`config.mk`:
```
export PLATFORM = sky130hd
export DESIGN_NAME = wdt_service_timer
export DESIGN_NICKNAME = d
export VERILOG_FILES = /design/src/rtl/wdt_pkg.sv /design/src/rtl/wdt_bus_decode.sv /design/src/rtl/wdt_arm_ctrl.sv /design/src/rtl/wdt_timebase.sv /design/src/rtl/wdt_service_timer.sv
export SDC_FILE = /design/constraint.sdc
export NUM_CORES = 1
export LEC_CHECK = 0
export ABC_AREA = 1
export BUFFER_PORTS_ARGS = -buffer_cell sky130_fd_sc_hd__buf_4
export CAP_MARGIN = 20
export CORE_UTILIZATION = 43
export CTS_BUF_LIST = sky130_fd_sc_hd__clkbuf_4 sky130_fd_sc_hd__clkbuf_8
export DETAILED_ROUTE_END_ITERATION = 8
export GPL_ROUTABILITY_DRIVEN = 0
export PLACE_DENSITY = 0.65
export SLEW_MARGIN = 10
export SYNTH_ARGS = -nofsm -noshare
export SYNTH_HDL_FRONTEND = slang
export SYNTH_SLANG_ARGS = --single-unit
```
`constraint.sdc`:
```
create_clock -name clk -period 2.2 [get_ports clk]
set_input_delay 0.33 -clock clk [delete_from_list [all_inputs] [get_ports clk]]
set_output_delay 0.33 -clock clk [all_outputs]
set_load 0.05 [all_outputs]
```
`src/rtl/wdt_pkg.sv`:
```
`timescale 1ns/1ps
package wdt_pkg;
  localparam int unsigned BYTE_W = 8;

  // Service key values
  localparam logic [BYTE_W-1:0] KEY_ARM_VAL   = 8'h55;
  localparam logic [BYTE_W-1:0] KEY_CLEAR_VAL = 8'hAA;

  // Decoded meaning of one bus cycle
  typedef enum logic [1:0] {
    KEY_NONE      = 2'd0,
    KEY_ARM_HIT   = 2'd1,
    KEY_CLEAR_HIT = 2'd2
  } key_kind_e;

  // Timeout exponent for one select code
  function automatic int unsigned period_shift(int unsigned base,
                                               int unsigned step,
                                               int unsigned sel);
    return base + step * sel;
  endfunction
endpackage

```
`src/rtl/wdt_bus_decode.sv`:
```
`timescale 1ns/1ps
module wdt_bus_decode #(
  parameter int unsigned      ADDR_W   = 16,
  parameter logic [ADDR_W-1:0] SVC_ADDR = ADDR_W'(16'h103A)
) (
  input  logic                       bus_we,
  input  logic [ADDR_W-1:0]          bus_addr,
  input  logic [wdt_pkg::BYTE_W-1:0] bus_wdata,
  output wdt_pkg::key_kind_e         key
);
  import wdt_pkg::*;

  logic sel_hit;
  assign sel_hit = bus_we && (bus_addr == SVC_ADDR);

  always_comb begin
    key = KEY_NONE;
    if (sel_hit) begin
      if (bus_wdata == KEY_ARM_VAL)        key = KEY_ARM_HIT;
      else if (bus_wdata == KEY_CLEAR_VAL) key = KEY_CLEAR_HIT;
    end
  end
endmodule

```
`src/rtl/wdt_arm_ctrl.sv`:
```
`timescale 1ns/1ps
module wdt_arm_ctrl (
  input  logic               clk,
  input  logic               rst_n,
  input  logic               en,
  input  wdt_pkg::key_kind_e key,
  input  logic               timeout,
  output logic               armed_q,
  output logic               restart
);
  import wdt_pkg::*;

  // A clear key counts only while the arm is held
  assign restart = en && armed_q && (key == KEY_CLEAR_HIT);

  always_ff @(posedge clk or negedge rst_n) begin
    if (!rst_n) begin
      armed_q <= 1'b0;
    end else if (!en || restart || timeout) begin
      armed_q <= 1'b0;
    end else if (key == KEY_ARM_HIT) begin
      armed_q <= 1'b1;
    end
  end
endmodule

```
`src/rtl/wdt_timebase.sv`:
```
`timescale 1ns/1ps
module wdt_timebase #(
  parameter int unsigned BASE_SHIFT = 15,
  parameter int unsigned SHIFT_STEP = 2,
  parameter int unsigned SEL_W      = 2,
  parameter int unsigned CNT_W      = BASE_SHIFT + SHIFT_STEP * ((1 << SEL_W) - 1)
) (
  input  logic             clk,
  input  logic             rst_n,
  input  logic             en,
  input  logic [SEL_W-1:0] sel,
  input  logic             restart,
  output logic [CNT_W-1:0] cnt_q,
  output logic             term,
  output logic             timeout,
  output logic             rst_req
);
  localparam int unsigned NSEL = 1 << SEL_W;

  logic [NSEL-1:0] hit;

  // One terminal comparator per selectable period; >= keeps a shortened
  // period from running past its end
  for (genvar g = 0; g < NSEL; g++) begin : g_lim
    localparam int unsigned SH = wdt_pkg::period_shift(BASE_SHIFT, SHIFT_STEP, g);
    localparam logic [CNT_W-1:0] LAST = CNT_W'((64'd1 << SH) - 64'd1);
    assign hit[g] = (cnt_q >= LAST);
  end

  assign term    = hit[sel];
  assign timeout = en && term && !restart;

  always_ff @(posedge clk or negedge rst_n) begin
    if (!rst_n) begin
      cnt_q   <= '0;
      rst_req <= 1'b0;
    end else if (!en || restart) begin
      cnt_q   <= '0;
      rst_req <= 1'b0;
    end else if (term) begin
      cnt_q   <= '0;
      rst_req <= 1'b1;
    end else begin
      cnt_q   <= cnt_q + CNT_W'(1);
      rst_req <= 1'b0;
    end
  end
endmodule

```
`src/rtl/wdt_service_timer.sv`:
```
`timescale 1ns/1ps
module wdt_service_timer #(
  parameter int unsigned       ADDR_W     = 16,
  parameter logic [ADDR_W-1:0] SVC_ADDR   = ADDR_W'(16'h103A),
  parameter int unsigned       BASE_SHIFT = 15,
  parameter int unsigned       SHIFT_STEP = 2,
  parameter int unsigned       SEL_W      = 2
) (
  input  logic                       clk,
  input  logic                       rst_n,
  input  logic                       en,
  input  logic [SEL_W-1:0]           period_sel,
  input  logic                       bus_we,
  input  logic [ADDR_W-1:0]          bus_addr,
  input  logic [wdt_pkg::BYTE_W-1:0] bus_wdata,
  output logic                       rst_req
);
  localparam int unsigned CNT_W = BASE_SHIFT + SHIFT_STEP * ((1 << SEL_W) - 1);

  wdt_pkg::key_kind_e key;
  logic               armed_q;
  logic               restart;
  logic               term;
  logic               timeout;
  logic [CNT_W-1:0]   cnt_q;

  wdt_bus_decode #(.ADDR_W(ADDR_W), .SVC_ADDR(SVC_ADDR)) u_decode (
    .bus_we    (bus_we),
    .bus_addr  (bus_addr),
    .bus_wdata (bus_wdata),
    .key       (key)
  );

  wdt_arm_ctrl u_arm (
    .clk     (clk),
    .rst_n   (rst_n),
    .en      (en),
    .key     (key),
    .timeout (timeout),
    .armed_q (armed_q),
    .restart (restart)
  );

  wdt_timebase #(
    .BASE_SHIFT (BASE_SHIFT),
    .SHIFT_STEP (SHIFT_STEP),
    .SEL_W      (SEL_W),
    .CNT_W      (CNT_W)
  ) u_time (
    .clk     (clk),
    .rst_n   (rst_n),
    .en      (en),
    .sel     (period_sel),
    .restart (restart),
    .cnt_q   (cnt_q),
    .term    (term),
    .timeout (timeout),
    .rst_req (rst_req)
  );
endmodule

```
======== Yosys cells after proc, flatten, opt, wreduce, memory -nomap -nowiden ========
Cells that the tools add are included.
Widths: inputs -> output; s select.
operators by class
  add/sub/neg operators ................... 1
  $lt $le $gt $ge ......................... 5
  eq/ne operators ......................... 5
  muxes and demuxes ....................... 11
  reductions and logical operators ........ 10
operators with widths
  cell                   number
  $mux 21                2
  $add 21x1->21 const B  1
  $ge 21x15->1 const B   1
  $ge 21x17->1 const B   1
  $ge 21x19->1 const B   1
  $ge 21x21->1 const B   1
  $eq 16x13->1 const B   1
  $eq 8x7->1 const B     1
  $eq 8x8->1 const B     1
  $mux 2                 3
  $logic_and 1x1->1      5
  $mux 1                 5
  $lt 2x3->1 const B     1
  $bmux 1 s2             1
  $eq 2x1->1 const B     1
  $eq 2x2->1 const B     1
  $logic_not 1->1        2
  $logic_or 1x1->1       2
  $reduce_bool 2->1      1
word-level totals
  flip-flop bits (word level) ............. 23
  input bits .............................. 30
  output and inout bits ................... 1
  word-level logic and storage cells ...... 35

======== Depth between registers and ports, before layout ========
Gate-level depths: netlist of the first run.
  word-level depth ........................ 10
  mapped depth ............................ 11

======== Hierarchy ========
From an unflattened synthesis of the first run, not the netlist that was laid out.
unflattened totals
  cell total of the unflattened synthesis .. 231
  area, all modules ....................... 1,569.0 sq um
by module, submodules not included
  module          times used  cells an instance  area an instance (sq um)  seq. area each (sq um)
  wdt_timebase    1           190                1,373.8                   550.5
  wdt_bus_decode  1           28                 120.1                     0.0
  wdt_arm_ctrl    1           13                 75.1                      25.0

======== Least setup slack after synthesis of the first run ========
OpenSTA, ideal clock, no wires.
  path kind ............................... reg2reg
  start point ............................. reg u_time.cnt_q[0]
  end point ............................... reg u_time.cnt_q[16]
  library setup time ...................... 0.116 ns
  data arrival time ....................... 1.486 ns
  slack ................................... 0.599 ns
  cell stages (with the launch flop) ...... 12
  path buffers ............................ 1
  period minus slack after synthesis ...... 1.601 ns
  cells stage by stage .................... dfrtp_1 -> ha_1 -> nand2_1 -> nor2_2 -> nand2_2 -> nor2_4 -> nand3_1 -> nand3_1 -> nand3_2 -> nand2_4 -> buf_6 -> nor2_1
between the ends
  word-level cells in the longest chain between the ends .. 5
RTL lines
  what                                        line                text
  from (decl)                                 wdt_timebase.sv:13  output logic [CNT_W-1:0] cnt_q,
  from (signal assigned)                      wdt_timebase.sv:44  cnt_q <= cnt_q + CNT_W'(1);
  $ge 21x15->1, or another cell as far along  wdt_timebase.sv:27  assign hit[g] = (cnt_q >= LAST);
  $bmux 1 s2                                  wdt_timebase.sv:30  assign term = hit[sel];
  $mux 1 (not written as such)                wdt_timebase.sv:30
  $mux 21 *                                   wdt_timebase.sv:40  end else if (term) begin
  $mux 21 *                                   wdt_timebase.sv:37  end else if (!en || restart) begin
Mark *: on every way between the ends. The rest lies on a longest branch, timed or not. The select of a mux whose other input is x is not followed.
A chain may end at the register's enable or synchronous reset.

======== Worst setup path after layout of the first run ========
  start point ............................. reg u_time.cnt_q[0]
  end point ............................... reg u_time.cnt_q[10]
The elaborated chain is that of the path after synthesis.

==> impl_metrics.toml, run 1 <==
[cts]
hold_buffers = 1
htreeDepth = 1
cts_tree = "done"
cts.path.max_buffers = 2
clock_sinks = 23
cts-root-buf = "clkbuf_4"
cts_setup_buffers = 0
cts_resized = 0
cts-buffers-inserted = 3
clk_pin_slew_worst_paths_ns = 0.12
clock_latency_ns = 0.30

[layout]
final_cells = 287
diodes = 0
final_nets = 273
final_cell_mix = "nand2_1 (42), nor2_1 (31), buf_4 (30), nand3_1 (29)"
drive_gt1_frac = 0.261
layout_commonest_cell = "nand2_1"
syn2layout_area_growth_pct = 19.0

[sta]
fin_crit_sh = 0.854
tns_ns = 0
tightest_slew_ns = 0.411
rsz0062_at_grt = "false"
finalSetupViolCount = 0
finalCriticalPeriod_ns = 1.88
relSlewSlack = 0.724
fin_skew_ns = 0.00375
slew_violations = 0
timing.fmax_ghz = 0.533
finalHoldViolCount = 0

[die]
die_h_um = 61.4
ioPinCount = 31
die-area_um2 = 3770
die_w_um = 61.4
rows = 21
start_util = 0.451
core-area_um2 = 3360

[route]
wirelength_um = 2990
drtAntennaViolNets = 0
wl_per_cell_um = 10.4
route.detailed.drc = 0
firstDrtPassIters = 4
drt-vias-per-instance = 4.75
vias = 1363
drt_iter0_drc = 71

[power]
power_per_cell_area_nw_per_um2 = 409
ir_drop_uv = 269
p_leak_uw = 0.000835

[global_routing]
gr-total-overflow = 0
grtUsageTotal = 0.177
grt_pass1_vias = 1190
grt_max_degree = 24
grt_pass1_wl_um = 5000
antenna_found_initial = 0

[setup_path]
critPathCaptureType = "register"
worstPathMaxFanout = 22
criticalPathCategory = "reg -> reg"
cp.arrival_ns = 2.08
required_ns = 2.40
start_kind = "register"

[yosys]
synth_seq_cells = 23
avgSynthCellArea_um2 = 7.25
syn_inst = 209
synth_cell_types = 28
ys_warn_count = 0
syn_area_um2 = 1520
synth_seq_area_share = 0.380
synth_fp_nets = 240

[placement]
numPortBuffers = 30
dp_hpwl_um = 2260
dp_cells = 282

[run]
cap_violations = 0

[worst_hold_path]
hp-class = "in -> reg"

[outcome]
outcome = "finished, final reports clean"
[layer usage]
metal	GRT usage	routed length (um)	up-vias
met5	0	0	-
li1	-	-	728
met2	0.287	1290	36
met3	0.0315	203	2
met1	0.239	1470	597
met4	0.0571	21	0
[worst paths after layout]
check	startpoint	to	slack, ns	cells past startpoint
setup / recovery	u_time.cnt_q[0]$_DFF_PN0_	u_time.cnt_q[10]$_DFF_PN0_	0.32	10
hold / removal	period_sel[1]	u_time.rst_req$_DFF_PN0_	0.32	3
setup reg to reg	u_time.cnt_q[0]$_DFF_PN0_	u_time.cnt_q[10]$_DFF_PN0_	0.32	10
hold reg to reg	u_time.cnt_q[0]$_DFF_PN0_	u_time.cnt_q[0]$_DFF_PN0_	0.56	2
max in group asynchronous	rst_n	u_time.cnt_q[15]$_DFF_PN0_	1.54	2
min in group asynchronous	rst_n	u_time.cnt_q[20]$_DFF_PN0_	0.43	2
[cell usage after synthesis, drive strengths merged]
library cell	number	share of area
nor3	9	0.033
nor3b	1	0.0050
nand3	32	0.12
nand3b	2	0.0099
a21o	1	0.0050
xor2	5	0.029
a21oi	2	0.0066
nand4	3	0.012
o21ai	2	0.0066
or2	6	0.025
inv	24	0.059
ha	1	0.0083
nor2	47	0.15
buf	3	0.023
nand2	45	0.12
o21bai	2	0.0099
dfrtp	23	0.38
xnor2	1	0.0058
[cell families (layout without fill, tap and decap cells)]
family / Yosys count / after routing / synth area share
fa+ha+maj: 1 / 1 / 0.00826
xor+xnor: 6 / 6 / 0.0347
simple gates: 145 / 145 / 0.467
compound gates: 7 / 7 / 0.0281
buf+inv: 27 / 59 / 0.0826
flops: 23 / 23 / 0.380
[metrics by stage]
stage	util	hold WS, ns	instance area, um2	setup WS [ns]	power (uW)
floorplan	-	0.0344	1520	0.599	489
global placement	0.524	0.243	1760	0.407	539
detailed placement	0.524	0.243	1760	0.332	540
CTS	0.536	0.313	1800	0.318	751
global route	0.536	0.320	1800	0.104	785
finish	0.536	0.324	1800	0.322	738
[critical path, cell delays in order (launching register included)]
cell and delay, ns:
dfrtp_1 0.38, ha_1 0.16, nand2_1 0.09, nor2_2 0.15, nand2_2 0.12, nor2_4 0.15, nand3_1 0.12, nand3_1 0.12
nand3_2 0.11, nand2_4 0.27, nor2_1 0.08
[cell type report]
cell class,count,area (um2)
multi-input combinational,159,815
fill,346,1560
timing repair buffer,31,235
inverter,24,90.1
clock buffer,4,30.0
tap,46,57.6
sequential,23,576
[power by group]
part           internal [uW]  switching [uW]
combinational           50.2            51.1
clock                   83.0             124
sequential               427            2.49
[sequential cells by signal (all words and copies together) (netlist names)]
signal,count
u_arm.armed_q,1
u_time.rst_req,1
u_time.cnt_q,21
(Power assumes the default switching activity.)
==> run 2, diff against run 1 <==
--- a/config.mk
+++ b/config.mk
@@ -8,11 +8,13 @@
 export ABC_AREA = 1
 export BUFFER_PORTS_ARGS = -buffer_cell sky130_fd_sc_hd__buf_4
 export CAP_MARGIN = 20
-export CORE_UTILIZATION = 43
+export CELL_PAD_IN_SITES_DETAIL_PLACEMENT = 0
+export CELL_PAD_IN_SITES_GLOBAL_PLACEMENT = 1
+export CORE_UTILIZATION = 36
 export CTS_BUF_LIST = sky130_fd_sc_hd__clkbuf_4 sky130_fd_sc_hd__clkbuf_8
 export DETAILED_ROUTE_END_ITERATION = 8
 export GPL_ROUTABILITY_DRIVEN = 0
-export PLACE_DENSITY = 0.65
+export PLACE_DENSITY_LB_ADDON = 0.1
 export SLEW_MARGIN = 10
 export SYNTH_ARGS = -nofsm -noshare
 export SYNTH_HDL_FRONTEND = slang
==> constraint.sdc (replaced) <==
create_clock -name clk -period 1.66 [get_ports clk]
set_input_delay 0.249 -clock clk [delete_from_list [all_inputs] [get_ports clk]]
set_output_delay 0.249 -clock clk [all_outputs]
set_load 0.05 [all_outputs]
==> run 2 against run 1 <==
  * The run now ends with negative setup slack left
  * Register-to-register slack got worse by 0.48 ns
  * Global-route usage rose by 1.8 points
  * Final cell count rose by 15%
  * Clock-buffer cell count fell by 1
  * Clock skew rose by 0.0027 ns
  * Combinational power rose by 94%
  * Wire length rose by 35%
  * Critical path type unchanged
==> impl_metrics.toml, run 2 (same netlist as run 1, synthesis figures left out) <==
[power]
power_switching_uw = 300
power.internal_uw = 840
power.clock.fraction = 0.328
p_leak_uw = 0.00106
power_per_cell_area_nw_per_um2 = 496
seqPwrFrac = 0.499
p_sw_frac = 0.263
ir_drop_uv = 350
comb_power_share = 0.172

[outcome]
outcome = "finished with violations"
failed_checks = "negative setup slack"

[cts]
cts_tree = "done"
clock_sinks = 23
clock_latency_ns = 0.27
htreeDepth = 1
cts-root-buf = "clkbuf_8"
clk_pin_slew_worst_paths_ns = 0.09
cts.path.max_buffers = 2
cts-buffers-inserted = 3

[die]
die_w_um = 66.9
start_util = 0.376
core-area_um2 = 4030
rows = 23
die-area_um2 = 4470
die_h_um = 66.9
ioPinCount = 31

[global_routing]
gr-total-overflow = 0
grt_pass1_vias = 1487
grt_pass1_wl_um = 6530
antenna_found_initial = 0
grtUsageTotal = 0.194
grt_max_degree = 24

[layout]
layout_commonest_cell = "buf_4"
largest_register_ffs = 21
largest-register = "u_time.cnt_q"
final_cell_mix = "buf_4 (64), nand2_1 (41)"
final_nets = 312
biggestRegsByFlops = "u_time.cnt_q (21), u_arm.armed_q (1), u_time.rst_req (1)"
diodes = 0
syn2layout_area_growth_pct = 51.5
fin_area_um2 = 2300
drive_gt1_frac = 0.429

[sta]
relSlewSlack = 0.728
finalSetupViolCount = 23
fin_ws_ns = -0.154
finalHoldViolCount = 0
slew_violations = 0
tns_ns = -3.10
finalCriticalPeriod_ns = 1.81
rsz0062_at_grt = "true"
timing.fmax_ghz = 0.551
fin_skew_ns = 0.00642
fin_crit_sh = 1.09
tightest_slew_ns = 0.406

[route]
drt-vias-per-instance = 4.72
drt_iter0_drc = 70
drtAntennaViolNets = 0
firstDrtPassIters = 4
wirelength_um = 4040
vias = 1558
route.detailed.drc = 0
wl_per_cell_um = 12.2

[setup_path]
cp.arrival_ns = 1.99
worstPathMaxFanout = 6
critPathTopFamily = "simple AND/OR/NAND/NOR gates"
cp_num_buf_inv = 1
max_stage_delay_ns = 0.37
crit_chain = "ha_2 > nand2_2 > nor2_4 > nand2_2 > nor2_4 > nand3_2 > nand3_2 > nand3_4 > nand2_8 > clkbuf_16 > nor2_2"
start_kind = "register"
critPathCaptureType = "register"
critPathSlowestCell = "dfrtp_1"
required_ns = 1.84
criticalPathCategory = "reg -> reg"

[run]
cap_violations = 0

[worst_hold_path]
hp-class = "in -> reg"

[placement]
dp_hpwl_um = 2780
dpl_cell_area_um2 = 2030
numPortBuffers = 30
run 2: changes by cell type in the layout (fill, tap and decap cells not counted), sizes merged:
| cell | change |
|---|---|
| clkbuf | +1 |
| clkinvlp | +1 |
| buf | +37 |
run 2: worst paths after layout:
kind                                            from                   endpoint  slack (ns)  cells after the start
max                        u_time.cnt_q[0]$_DFF_PN0_  u_time.cnt_q[5]$_DFF_PN0_       -0.15                     11
max in group asynchronous                      rst_n  u_time.cnt_q[6]$_DFF_PN0_        1.01                      2
min                                               en   u_time.rst_req$_DFF_PN0_        0.38                      4
min in group asynchronous                      rst_n  u_time.cnt_q[2]$_DFF_PN0_        0.41                      2
min reg2reg                u_time.cnt_q[0]$_DFF_PN0_  u_time.cnt_q[0]$_DFF_PN0_        0.56                      2
max reg2reg                u_time.cnt_q[0]$_DFF_PN0_  u_time.cnt_q[5]$_DFF_PN0_       -0.15                     11
run 2: metrics by stage:
stage | util | cells | worst slack, ns | power (uW) | hold slack (ns)
2_1_floorplan | - | 209 | 0.0587 | 648 | -0.0466
3_3_place_gp | 0.503 | 317 | -0.0438 | 738 | 0.168
3_5_place_dp | 0.503 | 317 | -0.0503 | 738 | 0.169
4_1_cts | 0.522 | 322 | -0.0678 | 1120 | 0.368
5_1_grt | 0.570 | 330 | -0.258 | 1200 | 0.389
6_report | 0.570 | 330 | -0.154 | 1140 | 0.377
run 2: power groups by stage:
stage	logic [uW]	clock network (uW)	registers [uW]
2_1_floorplan	64.2	0	584
3_3_place_gp	158	0	580
3_5_place_dp	158	0	580
4_1_cts	162	385	569
5_1_grt	214	413	570
6_report	196	374	569
run 2: timing repair:
action,in CTS,in global routing
cloned,0,2
hold endpoints to repair,23,0
hold buffers,1,0
setup buffers,0,6
resized for setup,4,24
pin swaps,0,14
endpoints found under the setup margin,23,23
run 2: area by class of cell:
| class | count | area, um2 |
|---|---|---|
| Clock buffer | 3 | 41.3 |
| Timing Repair Buffer | 70 | 592 |
| Inverter | 24 | 90.1 |
| Clock inverter | 1 | 7.51 |
| Multi-Input combinational cell | 159 | 927 |
| Sequential cell | 23 | 576 |
| Tap cell | 50 | 62.6 |
| Fill cell | 406 | 1730 |
run 2: tightest hold or removal path, cell delays in order:
cell and delay, ns:
buf_4 0.11, nand2_1 0.08, buf_4 0.14, a21oi_2 0.03
run 2: layer usage:
metal | global-route usage | wire length [um] | vias to the layer above
met5 | 0 | 0 | -
met4 | 0.0559 | 19 | 0
met3 | 0.0497 | 238 | 2
met2 | 0.318 | 1870 | 33
met1 | 0.250 | 1910 | 711
li1 | - | - | 812
